[src/rtl/tlb_pkg.sv]
package tlb_pkg;
  typedef struct packed {
    logic rd;
    logic wr;
    logic dty;
    logic usr;
  } tlb_perm_t;
endpackage

[src/rtl/tlb_cam.sv]
module tlb_cam
  import tlb_pkg::*;
#(
  parameter int unsigned NUM_ENTRIES = 32,
  parameter int unsigned VPN_W       = 20,
  parameter int unsigned PPN_W       = 20,
  localparam int unsigned IDX_W      = $clog2(NUM_ENTRIES)
) (
  input  logic                   clk_i,
  input  logic                   rst_ni,
  input  logic                   flush_i,
  input  logic                   wr_en_i,
  input  logic [IDX_W-1:0]       wr_idx_i,
  input  logic [VPN_W-1:0]       wr_vpn_i,
  input  logic [PPN_W-1:0]       wr_ppn_i,
  input  tlb_perm_t              wr_perm_i,
  input  logic [VPN_W-1:0]       lk_vpn_i,
  output logic [NUM_ENTRIES-1:0] lk_match_o,
  output logic [PPN_W-1:0]       lk_ppn_o,
  output tlb_perm_t              lk_perm_o,
  output logic [NUM_ENTRIES-1:0] rf_match_o
);
  logic [NUM_ENTRIES-1:0] vld_q;
  logic [VPN_W-1:0]       vpn_q  [NUM_ENTRIES];
  logic [PPN_W-1:0]       ppn_q  [NUM_ENTRIES];
  tlb_perm_t              perm_q [NUM_ENTRIES];

  always_ff @(posedge clk_i or negedge rst_ni) begin
    if (!rst_ni) begin
      vld_q <= '0;
      for (int i = 0; i < NUM_ENTRIES; i++) begin
        vpn_q[i]  <= '0;
        ppn_q[i]  <= '0;
        perm_q[i] <= '0;
      end
    end else if (flush_i) begin
      vld_q <= '0;
    end else if (wr_en_i) begin
      vld_q[wr_idx_i]  <= 1'b1;
      vpn_q[wr_idx_i]  <= wr_vpn_i;
      ppn_q[wr_idx_i]  <= wr_ppn_i;
      perm_q[wr_idx_i] <= wr_perm_i;
    end
  end

  // two compare ports: one for lookup, one for refill deduplication
  for (genvar g = 0; g < NUM_ENTRIES; g++) begin : g_cmp
    assign lk_match_o[g] = vld_q[g] && (vpn_q[g] == lk_vpn_i);
    assign rf_match_o[g] = vld_q[g] && (vpn_q[g] == wr_vpn_i);
  end

  // one-hot AND-OR read mux
  always_comb begin
    lk_ppn_o  = '0;
    lk_perm_o = '0;
    for (int i = 0; i < NUM_ENTRIES; i++) begin
      if (lk_match_o[i]) begin
        lk_ppn_o  = lk_ppn_o | ppn_q[i];
        lk_perm_o = tlb_perm_t'(lk_perm_o | perm_q[i]);
      end
    end
  end
endmodule

[src/rtl/tlb_victim.sv]
module tlb_victim #(
  parameter int unsigned NUM_ENTRIES = 32,
  parameter bit          USE_FIFO    = 1'b1,
  localparam int unsigned IDX_W      = $clog2(NUM_ENTRIES)
) (
  input  logic             clk_i,
  input  logic             rst_ni,
  input  logic             flush_i,
  input  logic             adv_i,
  output logic [IDX_W-1:0] idx_o
);
  if (USE_FIFO) begin : g_fifo
    logic [IDX_W-1:0] ptr_q;
    always_ff @(posedge clk_i or negedge rst_ni) begin
      if (!rst_ni)      ptr_q <= '0;
      else if (flush_i) ptr_q <= '0;
      else if (adv_i)
        ptr_q <= (ptr_q == IDX_W'(NUM_ENTRIES - 1)) ? '0 : ptr_q + 1'b1;
    end
    assign idx_o = ptr_q;
  end else begin : g_lfsr
    localparam logic [15:0] SEED = 16'hACE1;
    logic [15:0] lfsr_q;
    always_ff @(posedge clk_i or negedge rst_ni) begin
      if (!rst_ni)      lfsr_q <= SEED;
      else if (flush_i) lfsr_q <= SEED;
      else if (adv_i)
        lfsr_q <= {lfsr_q[14:0], lfsr_q[15] ^ lfsr_q[13] ^ lfsr_q[12] ^ lfsr_q[10]};
    end
    assign idx_o = IDX_W'(lfsr_q % 16'(NUM_ENTRIES));
  end
endmodule

[src/rtl/tlb_perm_chk.sv]
module tlb_perm_chk
  import tlb_pkg::*;
(
  input  logic      match_i,
  input  tlb_perm_t perm_i,
  input  logic      write_i,
  input  logic      user_i,
  output logic      prot_o,
  output logic      dirty_o
);
  logic kind_ok, mode_ok;
  assign kind_ok = write_i ? perm_i.wr : perm_i.rd;
  assign mode_ok = !user_i || perm_i.usr;
  assign prot_o  = match_i && !(kind_ok && mode_ok);
  // only reached when the write is otherwise legal
  assign dirty_o = match_i && !prot_o && write_i && !perm_i.dty;
endmodule

[src/rtl/tlb_xlate.sv]
module tlb_xlate
  import tlb_pkg::*;
#(
  parameter int unsigned NUM_ENTRIES = 32,
  parameter int unsigned VPN_W       = 20,
  parameter int unsigned PPN_W       = 20,
  parameter int unsigned OFS_W       = 12,
  parameter bit          USE_FIFO    = 1'b1,
  localparam int unsigned IDX_W      = $clog2(NUM_ENTRIES),
  localparam int unsigned VA_W       = VPN_W + OFS_W,
  localparam int unsigned PA_W       = PPN_W + OFS_W
) (
  input  logic             clk_i,
  input  logic             rst_ni,
  input  logic             flush_i,
  input  logic             lk_valid_i,
  input  logic [VA_W-1:0]  lk_vaddr_i,
  input  logic             lk_write_i,
  input  logic             lk_user_i,
  output logic             lk_hit_o,
  output logic             lk_miss_o,
  output logic             lk_prot_fault_o,
  output logic             lk_dirty_fault_o,
  output logic [PA_W-1:0]  lk_paddr_o,
  input  logic             rf_valid_i,
  input  logic [VPN_W-1:0] rf_vpn_i,
  input  logic [PPN_W-1:0] rf_ppn_i,
  input  logic             rf_rd_i,
  input  logic             rf_wr_i,
  input  logic             rf_dirty_i,
  input  logic             rf_user_i
);
  logic [NUM_ENTRIES-1:0] lk_match, rf_match;
  logic [PPN_W-1:0]       lk_ppn;
  tlb_perm_t              lk_perm, rf_perm;
  logic                   any_match, prot, dirty;
  logic                   rf_present, wr_en, adv;
  logic [IDX_W-1:0]       victim_idx, hit_idx, wr_idx;

  assign rf_perm = '{rd: rf_rd_i, wr: rf_wr_i, dty: rf_dirty_i, usr: rf_user_i};

  tlb_cam #(
    .NUM_ENTRIES(NUM_ENTRIES), .VPN_W(VPN_W), .PPN_W(PPN_W)
  ) u_cam (
    .clk_i      (clk_i),
    .rst_ni     (rst_ni),
    .flush_i    (flush_i),
    .wr_en_i    (wr_en),
    .wr_idx_i   (wr_idx),
    .wr_vpn_i   (rf_vpn_i),
    .wr_ppn_i   (rf_ppn_i),
    .wr_perm_i  (rf_perm),
    .lk_vpn_i   (lk_vaddr_i[VA_W-1:OFS_W]),
    .lk_match_o (lk_match),
    .lk_ppn_o   (lk_ppn),
    .lk_perm_o  (lk_perm),
    .rf_match_o (rf_match)
  );

  tlb_victim #(
    .NUM_ENTRIES(NUM_ENTRIES), .USE_FIFO(USE_FIFO)
  ) u_victim (
    .clk_i   (clk_i),
    .rst_ni  (rst_ni),
    .flush_i (flush_i),
    .adv_i   (adv),
    .idx_o   (victim_idx)
  );

  assign any_match = lk_valid_i && (|lk_match);

  tlb_perm_chk u_perm (
    .match_i (any_match),
    .perm_i  (lk_perm),
    .write_i (lk_write_i),
    .user_i  (lk_user_i),
    .prot_o  (prot),
    .dirty_o (dirty)
  );

  assign lk_hit_o         = any_match && !prot && !dirty;
  assign lk_miss_o        = lk_valid_i && !(|lk_match);
  assign lk_prot_fault_o  = prot;
  assign lk_dirty_fault_o = dirty;
  assign lk_paddr_o       = lk_hit_o ? {lk_ppn, lk_vaddr_i[OFS_W-1:0]} : '0;

  // refill: overwrite a present page in place, else take the victim slot
  always_comb begin
    hit_idx = '0;
    for (int i = 0; i < NUM_ENTRIES; i++)
      if (rf_match[i]) hit_idx = IDX_W'(i);
  end

  assign rf_present = |rf_match;
  assign wr_en      = rf_valid_i && !flush_i;
  assign wr_idx     = rf_present ? hit_idx : victim_idx;
  assign adv        = wr_en && !rf_present;
endmodule

[config.mk]
export PLATFORM = sky130hd
export DESIGN_NAME = tlb_xlate
export DESIGN_NICKNAME = d
export VERILOG_FILES = /design/src/rtl/tlb_pkg.sv /design/src/rtl/tlb_cam.sv /design/src/rtl/tlb_victim.sv /design/src/rtl/tlb_perm_chk.sv /design/src/rtl/tlb_xlate.sv
export SDC_FILE = /design/constraint.sdc
export NUM_CORES = 2
export LEC_CHECK = 0
export ABC_CLOCK_PERIOD_IN_PS = 6200
export BUFFER_PORTS_ARGS = -buffer_cell sky130_fd_sc_hd__buf_2
export CORE_ASPECT_RATIO = 1.1
export CORE_MARGIN = 3
export CORE_UTILIZATION = 58
export CTS_BUF_LIST = sky130_fd_sc_hd__clkbuf_16
export CTS_CLUSTER_DIAMETER = 150
export CTS_CLUSTER_SIZE = 25
export DETAILED_ROUTE_END_ITERATION = 10
export GPL_TIMING_DRIVEN = 0
export HOLD_SLACK_MARGIN = 0.15
export PLACE_DENSITY_LB_ADDON = 0.15
export SKIP_LAST_GASP = 1
export SYNTH_ARGS = -nofsm -noshare
export SYNTH_HDL_FRONTEND = slang
export SYNTH_SLANG_ARGS = --single-unit
export TNS_END_PERCENT = 30
[constraint.sdc]
create_clock -name clk_i -period 6.2 [get_ports clk_i]
set_input_delay 1.24 -clock clk_i [delete_from_list [all_inputs] [get_ports clk_i]]
set_output_delay 1.24 -clock clk_i [all_outputs]
set_load 0.005 [all_outputs]
Yosys cells after proc, flatten, opt, wreduce, memory -nomap -nowiden
Index checks and enable logic that the tools add are counted.
{ "word_totals": {"regBits": 1445, "input_bits": 83, "wordCells": 531} }
{ "classes": {"n_addsub": 1, "n_lt_le_gt_ge": 4, "eq_ne": 65, "mux": 112, "bitwise_logic": 65, "reduce_logical": 90} }
{ "ops": {"columns": ["op", "n"], "rows": [
  ["640-bit bitwise mux", 2],
  ["20-bit equality test", 64],
  ["20-bit two-way mux", 33],
  ["20-bit OR", 31],
  ["5-bit two-way mux", 34],
  ["4-bit two-way mux", 33],
  ["128-bit bitwise mux", 1],
  ["4-bit OR", 31],
  ["20-bit demux with 5-bit select", 1],
  ["32-bit two-way mux", 3],
  ["1-bit logical AND", 76],
  ["32-bit OR reduction", 2],
  ["32-bit OR", 1],
  ["4-bit demux with 5-bit select", 1],
  ["1-bit logical NOT", 8],
  ["6-bit >= comparator, second input constant", 1],
  ["5-bit by 6-bit less-than comparator with 1-bit output, second input constant", 1],
  ["6-bit by 1-bit less-than comparator with 1-bit output, second input constant", 1],
  ["5-bit inverter with 6-bit output", 1],
  ["5-bit by 1-bit adder with 5-bit output, second input constant", 1],
  ["1-bit demux with 5-bit select", 1],
  ["5-bit equality test, second input constant", 1],
  ["5-bit by 1-bit >= comparator with 1-bit output, second input constant", 1],
  ["2-bit nonzero test", 2],
  ["other kinds (4)", 6]
]} }

Logic depth before layout (Yosys ltp)
{ "depth": {"depth_word": 76, "mapped_depth": 18} }

Hierarchy
From an unflattened synthesis, not the netlist that was laid out.
{ "hier_totals": {"hier_cells": 6468, "hier_area_um2": 77351.7} }
{ "by_module_without_submodules": {"columns": ["module", "instances", "cells_per_inst", "area_each_um2", "seq_area_each_um2"], "rows": [
  ["tlb_cam", 1, 6319, 76328.2, 36034.6],
  ["tlb_xlate", 1, 119, 726.9, 0.0],
  ["tlb_victim", 1, 25, 260.2, 125.1],
  ["tlb_perm_chk", 1, 5, 36.3, 0.0]
]} }

Worst setup path after synthesis
No wires, ideal clock.
{ "synth_timing": {"path_kind": "input -> output", "from": "in lk_vaddr_i[23]", "to": "out lk_paddr_o[12]", "arrival_time_ns": 4.785, "required_time_ns": 4.960, "setup_slack_ns": 0.175, "path_stages": 14, "path_cell_list": "clkbuf_1 -> buf_1 -> buf_2 -> xnor2_1 -> nand3_1 -> nor4_1 -> a22o_1 -> a221oi_1 -> nand4_1 -> nor3_1 -> or4_1 -> nor2b_1 -> clkbuf_1 -> o31a_1"} }
{ "synth_between": {"elab_chain_cells": 76} }
{ "synth_rtl": {"columns": ["element", "line_no", "text"], "rows": [
  ["start: declaration", "tlb_xlate.sv:17", "input logic [VA_W-1:0] lk_vaddr_i,"],
  ["20-bit equality test", "tlb_cam.sv:48", "assign lk_match_o[g] = vld_q[g] && (vpn_q[g] == lk_vpn_i);"],
  ["1-bit logical AND", "tlb_cam.sv:48", null],
  ["4-bit two-way mux", "tlb_cam.sv:57", "if (lk_match_o[i]) begin"],
  ["4-bit OR", "tlb_cam.sv:59", "lk_perm_o = tlb_perm_t'(lk_perm_o | perm_q[i]);"],
  ["4-bit two-way mux", "tlb_cam.sv:57", null],
  ["4-bit OR", "tlb_cam.sv:59", null],
  ["4-bit two-way mux", "tlb_cam.sv:57", null],
  ["4-bit OR", "tlb_cam.sv:59", null],
  ["(+59 left out)", null, null],
  ["1-bit logical NOT", "tlb_perm_chk.sv:14", "assign prot_o = match_i && !(kind_ok && mode_ok);"],
  ["1-bit logical AND", "tlb_perm_chk.sv:14", null],
  ["1-bit logical NOT", "tlb_perm_chk.sv:16, tlb_xlate.sv:81", null],
  ["1-bit logical AND", "tlb_perm_chk.sv:16, tlb_xlate.sv:81", null],
  ["1-bit logical AND (2 in a row)", "tlb_perm_chk.sv:16", "assign dirty_o = match_i && !prot_o && write_i && !perm_i.dty;"],
  ["1-bit logical NOT", "tlb_xlate.sv:81", "assign lk_hit_o = any_match && !prot && !dirty;"],
  ["1-bit logical AND", "tlb_xlate.sv:81", null],
  ["32-bit two-way mux *", "tlb_xlate.sv:85", "assign lk_paddr_o = lk_hit_o ? {lk_ppn, lk_vaddr_i[OFS_W-1:0]} : '0;"],
  ["end: declaration", "tlb_xlate.sv:24", "output logic [PA_W-1:0] lk_paddr_o,"]
]} }
Mark *: on every way between the ends. The rest lies on a longest branch, timed or not.

Final worst setup path
{ "layout_timing": {"from": "in rf_vpn_i[1]", "to": "reg u_cam.vpn_q[562] in the netlist's numbering"} }
{ "layout_between": {"elab_chain_cells": 40} }
{ "layout_rtl": {"columns": ["element", "line_no", "text"], "rows": [
  ["start: declaration", "tlb_xlate.sv:26", "input logic [VPN_W-1:0] rf_vpn_i,"],
  ["20-bit equality test", "tlb_cam.sv:49", "assign rf_match_o[g] = vld_q[g] && (vpn_q[g] == wr_vpn_i);"],
  ["1-bit logical AND", "tlb_cam.sv:49", null],
  ["1-bit two-way mux", "tlb_xlate.sv:91", "if (rf_match[i]) hit_idx = IDX_W'(i);"],
  ["5-bit two-way mux (30 in a row)", "tlb_xlate.sv:91", null],
  ["5-bit two-way mux *", "tlb_xlate.sv:96", "assign wr_idx = rf_present ? hit_idx : victim_idx;"],
  ["5-bit inverter with 6-bit output (implied by the code) *", "tlb_cam.sv:40", "vpn_q[wr_idx_i] <= wr_vpn_i;"],
  ["6-bit >= comparator (implied by the code) or 6-bit by 1-bit less-than comparator with 1-bit output (tied branches)", "tlb_cam.sv:40", null],
  ["1-bit logical AND (implied by the code)", "tlb_cam.sv:40", null],
  ["20-bit two-way mux (implied by the code)", "tlb_cam.sv:40", null],
  ["20-bit demux with 5-bit select *", "tlb_cam.sv:40", null],
  ["640-bit bitwise mux *", "tlb_cam.sv:40", null],
  ["end signal: indexed assignment", "tlb_cam.sv:40", null],
  ["end: declaration", "tlb_cam.sv:24", "logic [VPN_W-1:0] vpn_q [NUM_ENTRIES];"]
]} }
Marked as above.
A chain may end at the register's enable or synchronous reset.

==> results by stage <==
Outcome:
- The flow ran to the end, but the final reports show violations.
- The checks that failed: capacitance limit, slew limit, setup timing.

Logic synthesis:
- In this run, synthesis inferred 0 flip-flops with an integrated enable.
- Of the total synthesized cell area, the portion taken by AND, OR, NAND and NOR gates is 0.0775.
- The mean instance size in the synthesized netlist is 12.4 sq um.
- The post-synthesis cell type count is 73.
- The net count after synthesis is roughly 6200.
- The async set-reset flop share out of synthesis is 1.00.
- For this run, the leading register cell type out of synthesis is sky130_fd_sc_hd__dfrtp_1.
- Measured against the total synthesized area, the mux share comes to 0.212.
- Counting every instance in the synthesized netlist gives about 6100.
- The dominant combinational cell family by area after synthesis is multiplexers.
- The cell area that synthesis handed to floorplanning was 75700 sq um.
- The proportion of synthesized chip area in sequential cells is 0.478.
- The compound-gate portion of the synthesized area is 0.0519.
- The synthesized-area fraction occupied by xor and xnor cells is 0.148.
- The synthesis-stage register bit count is 1445.
- For this run, the number of Yosys warnings is 0.
- Of the total synthesized cell area, the portion taken by full adders, half adders and majority gates is 0.000331.

Setup path:
- Data on the critical path arrives at its endpoint at 7.25 ns.
- STA classifies the critical path startpoint as a primary input.
- The number of buffers and inverters on the critical path is 5.
- Data on the critical path is required at its endpoint by 6.83 ns.
- The path type of the worst setup path is primary input to flip-flop.
- The element type at the critical path end is a flip-flop.
- Walking the worst path, the cells encountered are buf_4, buf_4, buf_4, xnor2_1, nor3b_1, nand4_1, nand4_1, nor4_4, nand2_1, and3_1, o211ai_1, nand2b_1, buf_2, buf_2, mux2_2.
- The largest stage delay on the critical path is 0.65 ns.
- For this design, the slowest cell found on the critical path is sky130_fd_sc_hd__nor4_4.
- The dominant cell type by count on the critical path is sky130_fd_sc_hd__buf_4.
- The cell family contributing the most delay on the critical path is buffers and inverters.
- Along the worst path, the maximum fanout reaches 10.

Power and ir drop:
- In this run the static leakage power is 38.6 nW.
- The power density over cell area is between 200 and 250 nW/um^2.
- The design draws 18.1 mW.
- The worst-case vdd ir drop is 0.000223 V.

Route:
- The count of vias placed by the detailed router is between 50000 and 60000.
- The wire length per cell after detailed routing is 43.4 um.
- The routed design has around 350000 um of wire.
- Before antenna repair, the detailed router went through 8 iterations.
- The post-route antenna net violation count is 0.
- The count of routing violations after the opening detailed-route iteration is 8587.
- After detailed routing, the number of vias per cell comes to 7.29.
- The final routed DRC violation total is 0.

Global route:
- The initial antenna violation count is 40.
- In the global route stage, overall resource usage came out at 0.515.
- The via count of the first global-routing pass is 57200.
- For this run the aggregate overflow at the end of global routing stands at 0.
- Entering global routing, the biggest net connects 171 pins.
- The wire length of the first global-routing pass is 473000 um.

Clocking:
- TritonCTS built the clock tree.
- The clock-pin slew of the registers on the worst-case setup and hold paths is 0.11 ns.
- The depth of the CTS H-tree is 3.
- The later-pin clock latency in the skew report is 0.75 ns.
- Clock tree synthesis selected as its root buffer the cell sky130_fd_sc_hd__clkbuf_16.
- Clock tree synthesis found a total of 1445 sinks.
- The maximum count of clock buffers along a single path is 3.
- The number of hold buffers added after CTS is 0.
- The clock buffer count from CTS is 67.

Min path:
- In this run the worst hold path is classified as primary input to async pin.

STA:
- Timing would allow up to between 150 and 200 MHz.
- The post-layout minimum cycle time is 6.62 ns.
- Setup repair after global routing could not meet its margin everywhere.
- The total count of hold-check failures in the final report came to 0.
- Setup violations remaining at the end of the flow were counted as 727.
- In this run the tightest slew margin relative to its limit is -0.104.
- Of the available clock period, the critical path in the final layout requires 1.07.
- The count of final max-slew check failures is 66.
- The worst setup skew after layout is 0.0381 ns.
- At the pin with the least slew margin, the transition time is 1.66 ns.
- The setup slack of the critical path after layout is -0.423 ns.

Placement:
- Routability-driven placement finished with a final weighted congestion of 1.05.
- After detailed placement, the total cell area comes to 79200 sq um.
- Buffers placed on the I/O ports in this run total 81.
- The estimated wirelength of the detail-placed design is 235000 um.

Die:
- The floorplan step set the die width to 350 um.
- The placeable core region is between 100000 and 150000 sq um.
- The height of the die is approximately 380 um.
- The floorplan has 138 rows.
- The top-level I/O count is 119.
- The die area is 135000 sq um.
- The initial core utilization is 0.586.

Finish:
- The layout overhead on the synthesized area is 10.1%.
- Of the cells placed in the final design, the portion with a size suffix greater than 1 is 0.331.
- The design area is 83400 sq um.
- The net count of the finished layout is 6463.
- Measured on the finished design, the core utilization comes to 0.645.

Run:
- The max-cap violation count is 6.
-- final cells by class --
| type | instances | area (sq um) |
|---|---|---|
| fill | 10300 | 45800 |
| multi-input combinational | 4129 | 37700 |
| sequential | 1445 | 36200 |
| buffer | 511 | 3580 |
| tap | 1680 | 2100 |
| timing repair buffer | 208 | 1880 |
| clock buffer | 68 | 1700 |
| clock inverter | 7 | 125 |
| antenna | 28 | 70.1 |
| inverter | 16 | 60.1 |
-- final timing paths --
| kind | cells past startpoint | slack (ns) | endpoint | start |
|---|---|---|---|---|
| min | 1 | 0.37 | u_cam.vpn_q[433]$_DFFE_PN0P_ | rst_ni |
| max in group asynchronous | 5 | 2.90 | u_cam.ppn_q[250]$_DFFE_PN0P_ | rst_ni |
| max | 15 | -0.42 | u_cam.vpn_q[562]$_DFFE_PN0P_ | rf_vpn_i[1] |
| min in group clk_i | 1 | 0.50 | u_cam.ppn_q[229]$_DFFE_PN0P_ | u_cam.ppn_q[229]$_DFFE_PN0P_ |
| max reg2reg | 13 | 0.68 | u_cam.ppn_q[177]$_DFFE_PN0P_ | u_cam.vpn_q[611]$_DFFE_PN0P_ |
| min reg2reg | 1 | 0.50 | u_cam.ppn_q[229]$_DFFE_PN0P_ | u_cam.ppn_q[229]$_DFFE_PN0P_ |
-- stage by stage --
step,std cells,setup WS (ns),setup TNS [ns],hold WS [ns]
detailed placement,7922,-3.79,-2174.19,0.475
global placement,7862,-27.87,-,0.468
global route,8064,-0.221,-9.78,0.420
CTS,8055,-0.167,-6.46,0.392
floorplan,6101,0.175,0,0.458
finish,8092,-0.423,-104.29,0.369
-- routing by layer --
layer / routed length (um) / track usage
met4: 39300 / 0.475
met5: 28 / 0
met2: 145000 / 0.726
met1: 122000 / 0.623
met3: 45000 / 0.169
-- cells by family (layout without fill, tap and decap cells) --
| group | count (synthesis) | in the layout |
|---|---|---|
| flip-flops | 1445 | 1445 |
| multiplexers | 1411 | 1411 |
| XOR/XNOR | 1283 | 1283 |
| other | 0 | 28 |
| adder cells (fa/ha/maj) | 2 | 2 |
| AO/OA/AOI/OAI | 474 | 474 |
| buffers and inverters | 527 | 810 |
| AND/OR/NAND/NOR | 959 | 959 |
-- cell usage after synthesis, types with 22 or more instances --
| cell | instances | area share |
|---|---|---|
| sky130_fd_sc_hd__xor2_1 | 472 | 0.055 |
| sky130_fd_sc_hd__nor3b_1 | 22 | 0.0022 |
| sky130_fd_sc_hd__nor4b_1 | 26 | 0.0030 |
| sky130_fd_sc_hd__nand3_1 | 133 | 0.0088 |
| sky130_fd_sc_hd__or2_2 | 22 | 0.0018 |
| sky130_fd_sc_hd__nor3_1 | 29 | 0.0019 |
| sky130_fd_sc_hd__nand4_1 | 355 | 0.029 |
| sky130_fd_sc_hd__mux2_2 | 1335 | 0.20 |
| sky130_fd_sc_hd__a21o_1 | 24 | 0.0024 |
| sky130_fd_sc_hd__mux2_4 | 39 | 0.0077 |
| sky130_fd_sc_hd__buf_2 | 188 | 0.012 |
| sky130_fd_sc_hd__a22oi_1 | 100 | 0.0099 |
| sky130_fd_sc_hd__dfrtp_1 | 1445 | 0.48 |
| sky130_fd_sc_hd__nor4_1 | 192 | 0.016 |
| sky130_fd_sc_hd__nand2_1 | 49 | 0.0024 |
| sky130_fd_sc_hd__a221oi_1 | 140 | 0.016 |
| sky130_fd_sc_hd__clkbuf_1 | 215 | 0.011 |
| sky130_fd_sc_hd__buf_4 | 51 | 0.0051 |
| sky130_fd_sc_hd__a22o_1 | 138 | 0.016 |
| sky130_fd_sc_hd__xnor2_1 | 811 | 0.094 |
| sky130_fd_sc_hd__mux2_1 | 35 | 0.0052 |
| sky130_fd_sc_hd__buf_1 | 50 | 0.0025 |
-- power breakdown --
| part | total [mW] | internal [mW] | switching, mW |
|---|---|---|---|
| registers | 10.1 | 9.80 | 0.344 |
| logic | 2.65 | 0.953 | 1.69 |
| clock network | 5.30 | 2.02 | 3.28 |
| total | 18.1 | 12.8 | 5.32 |
-- sequential cells by signal, summed over array words and instances (netlist names) --
name,count
u_cam.ppn_q,640
u_cam.vpn_q,640
u_cam.perm_q,128
u_cam.vld_q,32
u_victim.idx_o,5
-- cells in the final DEF (no fill, tap or decap), drive strengths merged, types with 100 or more instances in the layout --
| cell type | count |
|---|---|
| nand4 | 355 |
| mux2 | 1409 |
| a22oi | 100 |
| xor2 | 472 |
| a221oi | 141 |
| nor4 | 193 |
| dfrtp | 1445 |
| buf | 473 |
| xnor2 | 811 |
| a22o | 138 |
| nand3 | 133 |
| clkbuf | 307 |
-- repair_timing --
item                                    4_1_cts  5_1_grt
resized for setup                           425       44
cloned                                        2        0
buffers inserted                             58        9
pin swaps                                    32        5
endpoints found under the setup margin     1471      874
Power figures use the tool's default switching activity.
